[src/rtl/mbx_pkg.sv]
package mbx_pkg;

  localparam int BYTE_W = 8;

  // Mailbox layout; offsets are part of the host-visible contract
  localparam int OFF_CMD  = 'h1A;
  localparam int OFF_RIDX = 'h1B;
  localparam int OFF_DATA = 'h1C;
  localparam int OFF_IRQ  = 'h1E;
  localparam int OFF_STAT = 'h1F;
  localparam int OFF_RXW  = 'h20;

  typedef enum logic [BYTE_W-1:0] {
    CMD_IDLE  = 8'h00,
    CMD_WRITE = 8'h01,
    CMD_READ  = 8'h02
  } cmd_e;

  typedef enum logic {
    ST_WAIT = 1'b0,
    ST_EXEC = 1'b1
  } seq_state_e;

endpackage

[src/rtl/mbx_host_port.sv]
module mbx_host_port
  import mbx_pkg::*;
#(
  parameter int MEM_DEPTH = 64,
  localparam int MEM_AW   = $clog2(MEM_DEPTH)
) (
  input  logic              clk,
  input  logic              rst_n,
  input  logic              host_addr,
  input  logic              host_wr,
  input  logic [BYTE_W-1:0] host_wdata,
  input  logic [BYTE_W-1:0] mem_rd_data,
  output logic [MEM_AW-1:0] ptr,
  output logic              mem_we,
  output logic [BYTE_W-1:0] host_rdata
);

  logic [MEM_AW-1:0] ptr_q, ptr_d;
  logic              ptr_ce;

  always_comb begin
    ptr_ce = host_wr && !host_addr;
    ptr_d  = host_wdata[MEM_AW-1:0];
  end

  always_ff @(posedge clk or negedge rst_n) begin
    if (!rst_n)      ptr_q <= '0;
    else if (ptr_ce) ptr_q <= ptr_d;
  end

  assign ptr    = ptr_q;
  assign mem_we = host_wr && host_addr;

  always_comb begin
    if (host_addr) host_rdata = mem_rd_data;
    else           host_rdata = BYTE_W'(ptr_q);
  end

endmodule

[src/rtl/mbx_store.sv]
module mbx_store
  import mbx_pkg::*;
#(
  parameter int RX_DEPTH   = 32,
  localparam int MEM_DEPTH = OFF_RXW + RX_DEPTH,
  localparam int MEM_AW    = $clog2(MEM_DEPTH),
  localparam int CNT_W     = $clog2(RX_DEPTH + 1)
) (
  input  logic              clk,
  input  logic              rst_n,
  input  logic              host_we,
  input  logic [MEM_AW-1:0] host_idx,
  input  logic [BYTE_W-1:0] host_wdata,
  input  logic              val_load,
  input  logic [BYTE_W-1:0] val_data,
  input  logic              cmd_clr,
  input  logic [BYTE_W-1:0] irq_id_in,
  input  logic              rx_push,
  input  logic [BYTE_W-1:0] rx_byte,
  output logic [BYTE_W-1:0] rd_data,
  output logic [BYTE_W-1:0] cmd_byte,
  output logic [BYTE_W-1:0] ridx_byte,
  output logic [BYTE_W-1:0] data_byte,
  output logic [BYTE_W-1:0] rx_status
);

  logic [BYTE_W-1:0] bytes_w [MEM_DEPTH];

  // Receive capture count and overflow flag
  logic [CNT_W-1:0] cnt_q, cnt_d;
  logic             ovf_q, ovf_d;
  logic             drain, push_ok;

  always_comb begin
    drain   = host_we && (host_idx == MEM_AW'(OFF_STAT));
    push_ok = rx_push && !drain && (cnt_q < CNT_W'(RX_DEPTH));
    cnt_d   = cnt_q;
    ovf_d   = ovf_q;
    if (drain) begin
      cnt_d = '0;
      ovf_d = 1'b0;
    end else if (rx_push) begin
      if (push_ok) cnt_d = cnt_q + 1'b1;
      else         ovf_d = 1'b1;
    end
  end

  always_ff @(posedge clk or negedge rst_n) begin
    if (!rst_n) begin
      cnt_q <= '0;
      ovf_q <= 1'b0;
    end else begin
      cnt_q <= cnt_d;
      ovf_q <= ovf_d;
    end
  end

  always_comb begin
    rx_status = '0;
    rx_status[CNT_W-1:0] = cnt_q;
    rx_status[BYTE_W-1]  = ovf_q;
  end

  for (genvar i = 0; i < MEM_DEPTH; i++) begin : g_byte
    if (i == OFF_STAT) begin : g_stat
      assign bytes_w[i] = rx_status;
    end else begin : g_cell
      logic [BYTE_W-1:0] q, d;
      logic              ce, host_hit;

      always_comb begin
        host_hit = host_we && (host_idx == MEM_AW'(i));
        ce = host_hit;
        d  = host_wdata;
        if (i == OFF_IRQ) begin
          ce = 1'b1;
          d  = irq_id_in;
        end else if (i == OFF_CMD) begin
          if (cmd_clr) begin
            ce = 1'b1;
            d  = '0;
          end
        end else if (i == OFF_DATA) begin
          if (val_load) begin
            ce = 1'b1;
            d  = val_data;
          end
        end else if (i >= OFF_RXW) begin
          if (push_ok && (cnt_q == CNT_W'(i - OFF_RXW))) begin
            ce = 1'b1;
            d  = rx_byte;
          end
        end
      end

      always_ff @(posedge clk or negedge rst_n) begin
        if (!rst_n)  q <= '0;
        else if (ce) q <= d;
      end

      assign bytes_w[i] = q;
    end
  end

  always_comb begin
    if (32'(host_idx) < MEM_DEPTH) rd_data = bytes_w[host_idx];
    else                           rd_data = '0;
  end

  assign cmd_byte  = bytes_w[OFF_CMD];
  assign ridx_byte = bytes_w[OFF_RIDX];
  assign data_byte = bytes_w[OFF_DATA];

endmodule

[src/rtl/mbx_seq.sv]
module mbx_seq
  import mbx_pkg::*;
(
  input  logic              clk,
  input  logic              rst_n,
  input  logic [BYTE_W-1:0] cmd_byte,
  input  logic [BYTE_W-1:0] ridx_byte,
  input  logic [BYTE_W-1:0] data_byte,
  output logic              reg_we,
  output logic [BYTE_W-1:0] reg_idx,
  output logic [BYTE_W-1:0] reg_wdata,
  output logic              val_load,
  output logic              cmd_clr
);

  seq_state_e        state_q, state_d;
  logic [BYTE_W-1:0] cmd_q, ridx_q, data_q;
  logic              cap_ce;

  always_comb begin
    state_d = state_q;
    cap_ce  = 1'b0;
    case (state_q)
      ST_WAIT: begin
        if (cmd_byte != CMD_IDLE) begin
          state_d = ST_EXEC;
          cap_ce  = 1'b1;
        end
      end
      ST_EXEC: state_d = ST_WAIT;
      default: state_d = ST_WAIT;
    endcase
  end

  always_ff @(posedge clk or negedge rst_n) begin
    if (!rst_n) state_q <= ST_WAIT;
    else        state_q <= state_d;
  end

  always_ff @(posedge clk or negedge rst_n) begin
    if (!rst_n) begin
      cmd_q  <= '0;
      ridx_q <= '0;
      data_q <= '0;
    end else if (cap_ce) begin
      cmd_q  <= cmd_byte;
      ridx_q <= ridx_byte;
      data_q <= data_byte;
    end
  end

  always_comb begin
    cmd_clr   = (state_q == ST_EXEC);
    reg_we    = cmd_clr && (cmd_q == CMD_WRITE);
    val_load  = cmd_clr && (cmd_q == CMD_READ);
    reg_idx   = ridx_q;
    reg_wdata = data_q;
  end

endmodule

[src/rtl/mbx_regfile.sv]
module mbx_regfile
  import mbx_pkg::*;
#(
  parameter int REG_COUNT = 16,
  localparam int RIDX_W   = $clog2(REG_COUNT)
) (
  input  logic              clk,
  input  logic              rst_n,
  input  logic              we,
  input  logic [BYTE_W-1:0] idx,
  input  logic [BYTE_W-1:0] wdata,
  output logic [BYTE_W-1:0] rdata
);

  logic [BYTE_W-1:0] regs_w [REG_COUNT];
  logic              in_range;

  assign in_range = (32'(idx) < REG_COUNT);

  for (genvar r = 0; r < REG_COUNT; r++) begin : g_reg
    logic [BYTE_W-1:0] q;
    logic              ce;

    assign ce = we && in_range && (idx[RIDX_W-1:0] == RIDX_W'(r));

    always_ff @(posedge clk or negedge rst_n) begin
      if (!rst_n)  q <= '0;
      else if (ce) q <= wdata;
    end

    assign regs_w[r] = q;
  end

  always_comb begin
    if (in_range) rdata = regs_w[idx[RIDX_W-1:0]];
    else          rdata = '0;
  end

endmodule

[src/rtl/mbx_bridge.sv]
module mbx_bridge
  import mbx_pkg::*;
#(
  parameter int REG_COUNT = 16,
  parameter int RX_DEPTH  = 32
) (
  input  logic       clk,
  input  logic       rst_n,
  input  logic       host_addr,
  input  logic       host_wr,
  input  logic [7:0] host_wdata,
  output logic [7:0] host_rdata,
  input  logic [7:0] irq_id_in,
  input  logic       rx_push,
  input  logic [7:0] rx_byte
);

  localparam int MEM_DEPTH = OFF_RXW + RX_DEPTH;
  localparam int MEM_AW    = $clog2(MEM_DEPTH);

  // Reset: asserted asynchronously, released on the clock
  logic [1:0] rst_pipe_q;
  logic       rst_sync_n;

  always_ff @(posedge clk or negedge rst_n) begin
    if (!rst_n) rst_pipe_q <= '0;
    else        rst_pipe_q <= {rst_pipe_q[0], 1'b1};
  end

  assign rst_sync_n = rst_pipe_q[1];

  logic [MEM_AW-1:0] ptr;
  logic              mem_we;
  logic [7:0]        mem_rd_data;
  logic [7:0]        cmd_byte, ridx_byte, data_byte, rx_status;
  logic              reg_we, val_load, cmd_clr;
  logic [7:0]        reg_idx, reg_wdata, reg_rd_data;

  mbx_host_port #(.MEM_DEPTH(MEM_DEPTH)) u_port (
    .clk         (clk),
    .rst_n       (rst_sync_n),
    .host_addr   (host_addr),
    .host_wr     (host_wr),
    .host_wdata  (host_wdata),
    .mem_rd_data (mem_rd_data),
    .ptr         (ptr),
    .mem_we      (mem_we),
    .host_rdata  (host_rdata)
  );

  mbx_store #(.RX_DEPTH(RX_DEPTH)) u_store (
    .clk        (clk),
    .rst_n      (rst_sync_n),
    .host_we    (mem_we),
    .host_idx   (ptr),
    .host_wdata (host_wdata),
    .val_load   (val_load),
    .val_data   (reg_rd_data),
    .cmd_clr    (cmd_clr),
    .irq_id_in  (irq_id_in),
    .rx_push    (rx_push),
    .rx_byte    (rx_byte),
    .rd_data    (mem_rd_data),
    .cmd_byte   (cmd_byte),
    .ridx_byte  (ridx_byte),
    .data_byte  (data_byte),
    .rx_status  (rx_status)
  );

  mbx_seq u_seq (
    .clk       (clk),
    .rst_n     (rst_sync_n),
    .cmd_byte  (cmd_byte),
    .ridx_byte (ridx_byte),
    .data_byte (data_byte),
    .reg_we    (reg_we),
    .reg_idx   (reg_idx),
    .reg_wdata (reg_wdata),
    .val_load  (val_load),
    .cmd_clr   (cmd_clr)
  );

  mbx_regfile #(.REG_COUNT(REG_COUNT)) u_regs (
    .clk   (clk),
    .rst_n (rst_sync_n),
    .we    (reg_we),
    .idx   (reg_idx),
    .wdata (reg_wdata),
    .rdata (reg_rd_data)
  );

endmodule

[config.mk]
export PLATFORM = sky130hd
export DESIGN_NAME = mbx_bridge
export DESIGN_NICKNAME = d
export VERILOG_FILES = /design/src/rtl/mbx_pkg.sv /design/src/rtl/mbx_host_port.sv /design/src/rtl/mbx_store.sv /design/src/rtl/mbx_seq.sv /design/src/rtl/mbx_regfile.sv /design/src/rtl/mbx_bridge.sv
export SDC_FILE = /design/constraint.sdc
export NUM_CORES = 1
export LEC_CHECK = 0
export ABC_AREA = 1
export CAP_MARGIN = 0
export CORE_MARGIN = 1
export CORE_UTILIZATION = 50
export CTS_BUF_LIST = sky130_fd_sc_hd__clkbuf_16
export DETAILED_ROUTE_END_ITERATION = 8
export DONT_BUFFER_PORTS = 1
export PLACE_DENSITY = 0.77
export SYNTH_ARGS = -nofsm -noshare
export SYNTH_HDL_FRONTEND = slang
export SYNTH_HIERARCHICAL = 1
export SYNTH_SLANG_ARGS = --single-unit
[constraint.sdc]
create_clock -name clk -period 45.6 [get_ports clk]
set_input_delay 2.28 -clock clk [delete_from_list [all_inputs] [get_ports clk]]
set_output_delay 2.28 -clock clk [all_outputs]
set_load 0.02 [all_outputs]
# Word level (Yosys, flattened, before mapping)
# Cells that the tools add are included.
# word_totals
out_inout_bits,8
reg_bits,672
elab_cells,419
# op_classes
n_lt_le_gt_ge,4
bitwise_logic,3
reduce_logical,128
addsub,1
n_eq_ne,111
mux,85
# ops
operator,n
$mux W8,40
$eq A6 B6 Y1 const B,32
$eq A6 B5 Y1 const B,31
$logic_and A1 B1 Y1,118
$eq A6 B4 Y1 const B,16
$bmux W8 S6,1
$eq A6 B3 Y1 const B,8
$mux W1,39
$bmux W8 S4,1
$eq A4 B4 Y1 const B,8
$eq A6 B2 Y1 const B,4
$mux W6,3
$eq A4 B3 Y1 const B,4
$eq A6 B1 Y1 const B,2
$logic_not A6 Y1,2
$eq A4 B2 Y1 const B,2
$eq A8 B1 Y1 const B,1
$eq A8 B2 Y1 const B,1
$lt A8 B5 Y1 const B,1
$reduce_bool A8 Y1,1
$ge A7 B7 Y1 const B,1
$not A6 Y7,1
$add A6 B1 Y6 const B,1
$lt A6 B6 Y1 const B,1
10 further kinds,13

# Depth between registers and ports, before layout
# logic_depth
depth_word,8
mapped_depth,16
ltp_nobuf,13

# Modules after synthesis
# Netlist, hierarchy kept.
# modules_own_cells
module,instances,seq_area_each_um2,area_each_um2,cells_per_inst
mbx_store,1,12787.3,27526.4,3955
mbx_regfile,1,3203.1,6203.4,831
mbx_seq,1,625.6,1069.8,125
mbx_host_port,1,150.1,396.6,53
mbx_bridge,1,50.0,53.8,3

# Worst setup path after synthesis
# OpenSTA, ideal clock, no wires.
# synth_path
path_type,input to output
start,input host_addr
end,output host_rdata[3]
cell_stages,5
slack_ns,40.547
arrival_ns,2.773
path_cell_list,buf_6 > inv_8 > buf_12 > nand2_1 > nand2_1
# synth_between
elab_chain_len,1
# synth_rtl
item,line,source
"start, declared",mbx_bridge.sv:9,"input logic host_addr,"
$mux W8,mbx_host_port.sv:35,if (host_addr) host_rdata = mem_rd_data;
"end, declared",mbx_bridge.sv:12,"output logic [7:0] host_rdata,"
# No other way between the ends.

# Worst setup path after layout
# layout_path
start,"register u_port.ptr_q[0], in the netlist u_port/ptr[0]"
end,output host_rdata[0]
# layout_between
elab_chain_len,5
# layout_rtl
item,line,source
"start, declared",mbx_host_port.sv:18,"logic [MEM_AW-1:0] ptr_q, ptr_d;"
"start signal, assigned",mbx_host_port.sv:28,else if (ptr_ce) ptr_q <= ptr_d;
$not A6 Y7 (implied by the code),mbx_store.sv:106,if (32'(host_idx) < MEM_DEPTH) rd_data = bytes_w[host_idx];
$bmux W8 S6,mbx_store.sv:106,
$mux W8 (implied by the code) (2 in a row),mbx_store.sv:106,
named net mem_rd_data[0],mbx_bridge.sv:34,logic [7:0] mem_rd_data;
$mux W8,mbx_host_port.sv:35,
# The timed path passes the listed nets, and every way through them passes these cells. The select of a mux whose other input is x is not followed.

==> metrics.md <==
| Metric | Value |
|---|---|
| Residual DRC | 0 |
| First drt pass iteration count | 6 |
| DR WL/cell | 19.0 um |
| Placed cell areas | 35200 um^2 |
| Crit path capture type | primary output |
| Worst EP required | 43.32 ns |
| Crit-path max cell delay | 0.98 ns |
| Routed Antenna Nets | 0 |
| Initial antenna violation count | 1 |
| FF-to-FF End | u_store/g_byte[37].g_cell.q[6] |
| Outcome | finished clean |
| Placed cells | 5625 |
| Total Power | 1.94 mW |
| Die area | 71500 um^2 |
| Hold/Removal Path Class | reg2async |
| GRT Util Overall | 0.307 |
| Skew-Pair Late Insertion Delay | 0.65 ns |
| Number of global-route vias before repair | 30200 |
| Worst-path cell chain | buf_4 > buf_4 > buf_4 > o21ai_0 > nand2_1 > nand2_1 > nand2_1 > nand2_1 > nor2_1 > nor2_1 > nor2_1 > nand2_1 > nand2_1 > nand2_1 |
| Post-Route Utilization | 0.544 |
| Filler Cell Count | 6555 |
| Core Box Area | 69200 um^2 |
| Power Density | 51.7 nW/um^2 |
| CP max-delay cell | dfrtp_4 |
| Worst slack, placed | 38.84 ns |
| Post-CTS Setup Bufs | 0 |
| Slew Limit Headroom | 0.131 |
| Crit path DAT | 5.37 ns |
| Reg-to-Reg Start | u_port/ptr[0] |
| Measured slew at the worst slew-check pin | 1.30 ns |
| Final period utilization | 0.168 |
| Vias/cell | 5.78 |
| Unrepaired setup endpoints after global routing | no |
| Final hold slack | 0.309 ns |
| Routed WL | 110000 um |
| WS Path Type | reg2out |
| Chip Height | 267 um |
| LEAKAGE | 19.6 nW |
| Final clock skew | 0.0697 ns |
| CTS max path bufs | 3 |
| DP HPWL | 65500 um |
| Sink Count | 672 |
| Rows | 96 |
| R2r setup slk | 40.84 ns |
| Cell depth of the worst setup path | 14 |
| Routed via count | 33300 |
| CP startpoint kind | flop |
| IO Port Bufs | 0 |
| Initial Util | 0.509 |
| Fmax | 131 MHz |
| Syn Area/Cell | 7.10 um^2 |
| Synth Cell Area | 35200 um^2 |
| Post-Layout Cell Count | 5760 |
| CP bufs+invs | 3 |
| Most used cell, CP | nand2_1 |
| Initial DRC Count | 4358 |
| Minimum clock period after layout | 7.65 ns |
| Clk Tree Root Cell | clkbuf_16 |
| Worst VDD drop | 0.0376 mV |
| Share of layout cells above drive strength 1 | 0.0480 |
| # nets final | 4803 |
| Slew Viols, Final | 0 |
| TritonCTS clock tree | yes |
| Mapped Cells | 4964 |
| Worst reg-to-reg path cell count | 9 |
| Setup TNS | 0 ns |
| Cts hold-fix bufs | 0 |
| CP Max Fanout | 83 |
| Post-cts repair resize count | 0 |
| Global-route wire length before repair | 172000 um |
| MaxCap Viol Count | 0 |
| H-tree depth reported by CTS | 3 |
| Finish-stage setup viols | 0 |
| Synth warnings | 6 |
| Crit path max-delay family | buffers and inverters |
| Largest net degree at the start of global routing | 185 |
| Gr ovfl total | 0 |
| Routability cong. | 0.970 |
| Final instance area | 37600 um^2 |
| Reg clk slew, reported paths | 0.06 ns |
| Io pins | 37 |
| Antenna diodes | 0 |
| Area growth syn-to-layout | 6.80% |
| Syn_nets | 4997 |
| Die width | 267 um |
| TritonCTS Buffers | 74 |
| Final hold violations | 0 |
| Setup ws final | 37.95 ns |
## worst max path at each step
stage / startpoint / end / slack (ns)
floorplan: rst_pipe_q[1] / u_port/ptr[0] / 25.48
global placement: u_port/ptr[0] / host_rdata[0] / 38.86
detailed placement: u_port/ptr[0] / host_rdata[0] / 38.84
CTS: u_port/ptr[0] / host_rdata[0] / 38.13
global route: u_port/ptr[0] / host_rdata[0] / 37.74
finish: u_port/ptr[0] / host_rdata[0] / 37.95
## per-layer routing
metal | wire, um | global-route usage | vias up | part of all wire
met5 | 17 | 0 | - | 0.00015
met4 | 6860 | 0.175 | 2 | 0.063
met3 | 11100 | 0.0588 | 391 | 0.10
met2 | 48000 | 0.460 | 1801 | 0.44
met1 | 43800 | 0.417 | 15700 | 0.40
li1 | - | - | 15400 | -
## registers in the layout, summed over array words and instances, names as in the netlist
| register | flops |
|---|---|
| rst_pipe_q | 2 |
| u_seq/reg_idx | 8 |
| u_seq/cmd_clr | 1 |
| u_store/ridx_byte | 8 |
| u_port/ptr | 6 |
| u_store/data_byte | 8 |
| u_store/cnt_q | 6 |
| u_store/g_byte.g_cell.q | 480 |
| u_seq/reg_wdata | 8 |
| u_seq/cmd_q | 8 |
| u_regs/g.q | 128 |
| u_store/cmd_byte | 8 |
| u_store/ovf_q | 1 |
## cell usage in the layout (no fill, tap or decap), types with 3 or more instances in the layout
cell type / count
nand2_1: 2425
nand3_1: 700
dfrtp_1: 668
o21ai_0: 324
inv_1: 176
nor2_1: 158
o21ai_1: 76
clkbuf_16: 74
o211ai_1: 35
nand2_2: 31
nand2_4: 22
inv_2: 20
buf_4: 19
clkinv_1: 13
clkinv_2: 12
nor2_2: 11
a21oi_1: 11
bufinv_16: 7
nor2_4: 5
nand3_2: 4
nor3_1: 4
ha_1: 4
inv_16: 3
clkinvlp_4: 3
dfrtp_4: 3
## power breakdown
group          internal [mW]  switching (mW)
Sequential             0.748           0.109
Combinational          0.151           0.336
Clock                  0.340           0.261
## final cells by class
| class | instances | area, um^2 | share of cell area |
|---|---|---|---|
| Clock buffer | 74 | 1850 | 0.0492 |
| Inverter | 182 | 698 | 0.0186 |
| Tap cell | 931 | 1160 | 0.0310 |
| Clock inverter | 61 | 578 | 0.0154 |
| Multi-Input combinational cell | 3819 | 16300 | 0.434 |
| Sequential cell | 672 | 16800 | 0.447 |
| Timing Repair Buffer | 21 | 183 | 0.00485 |
Power figures use the tool's default switching activity.
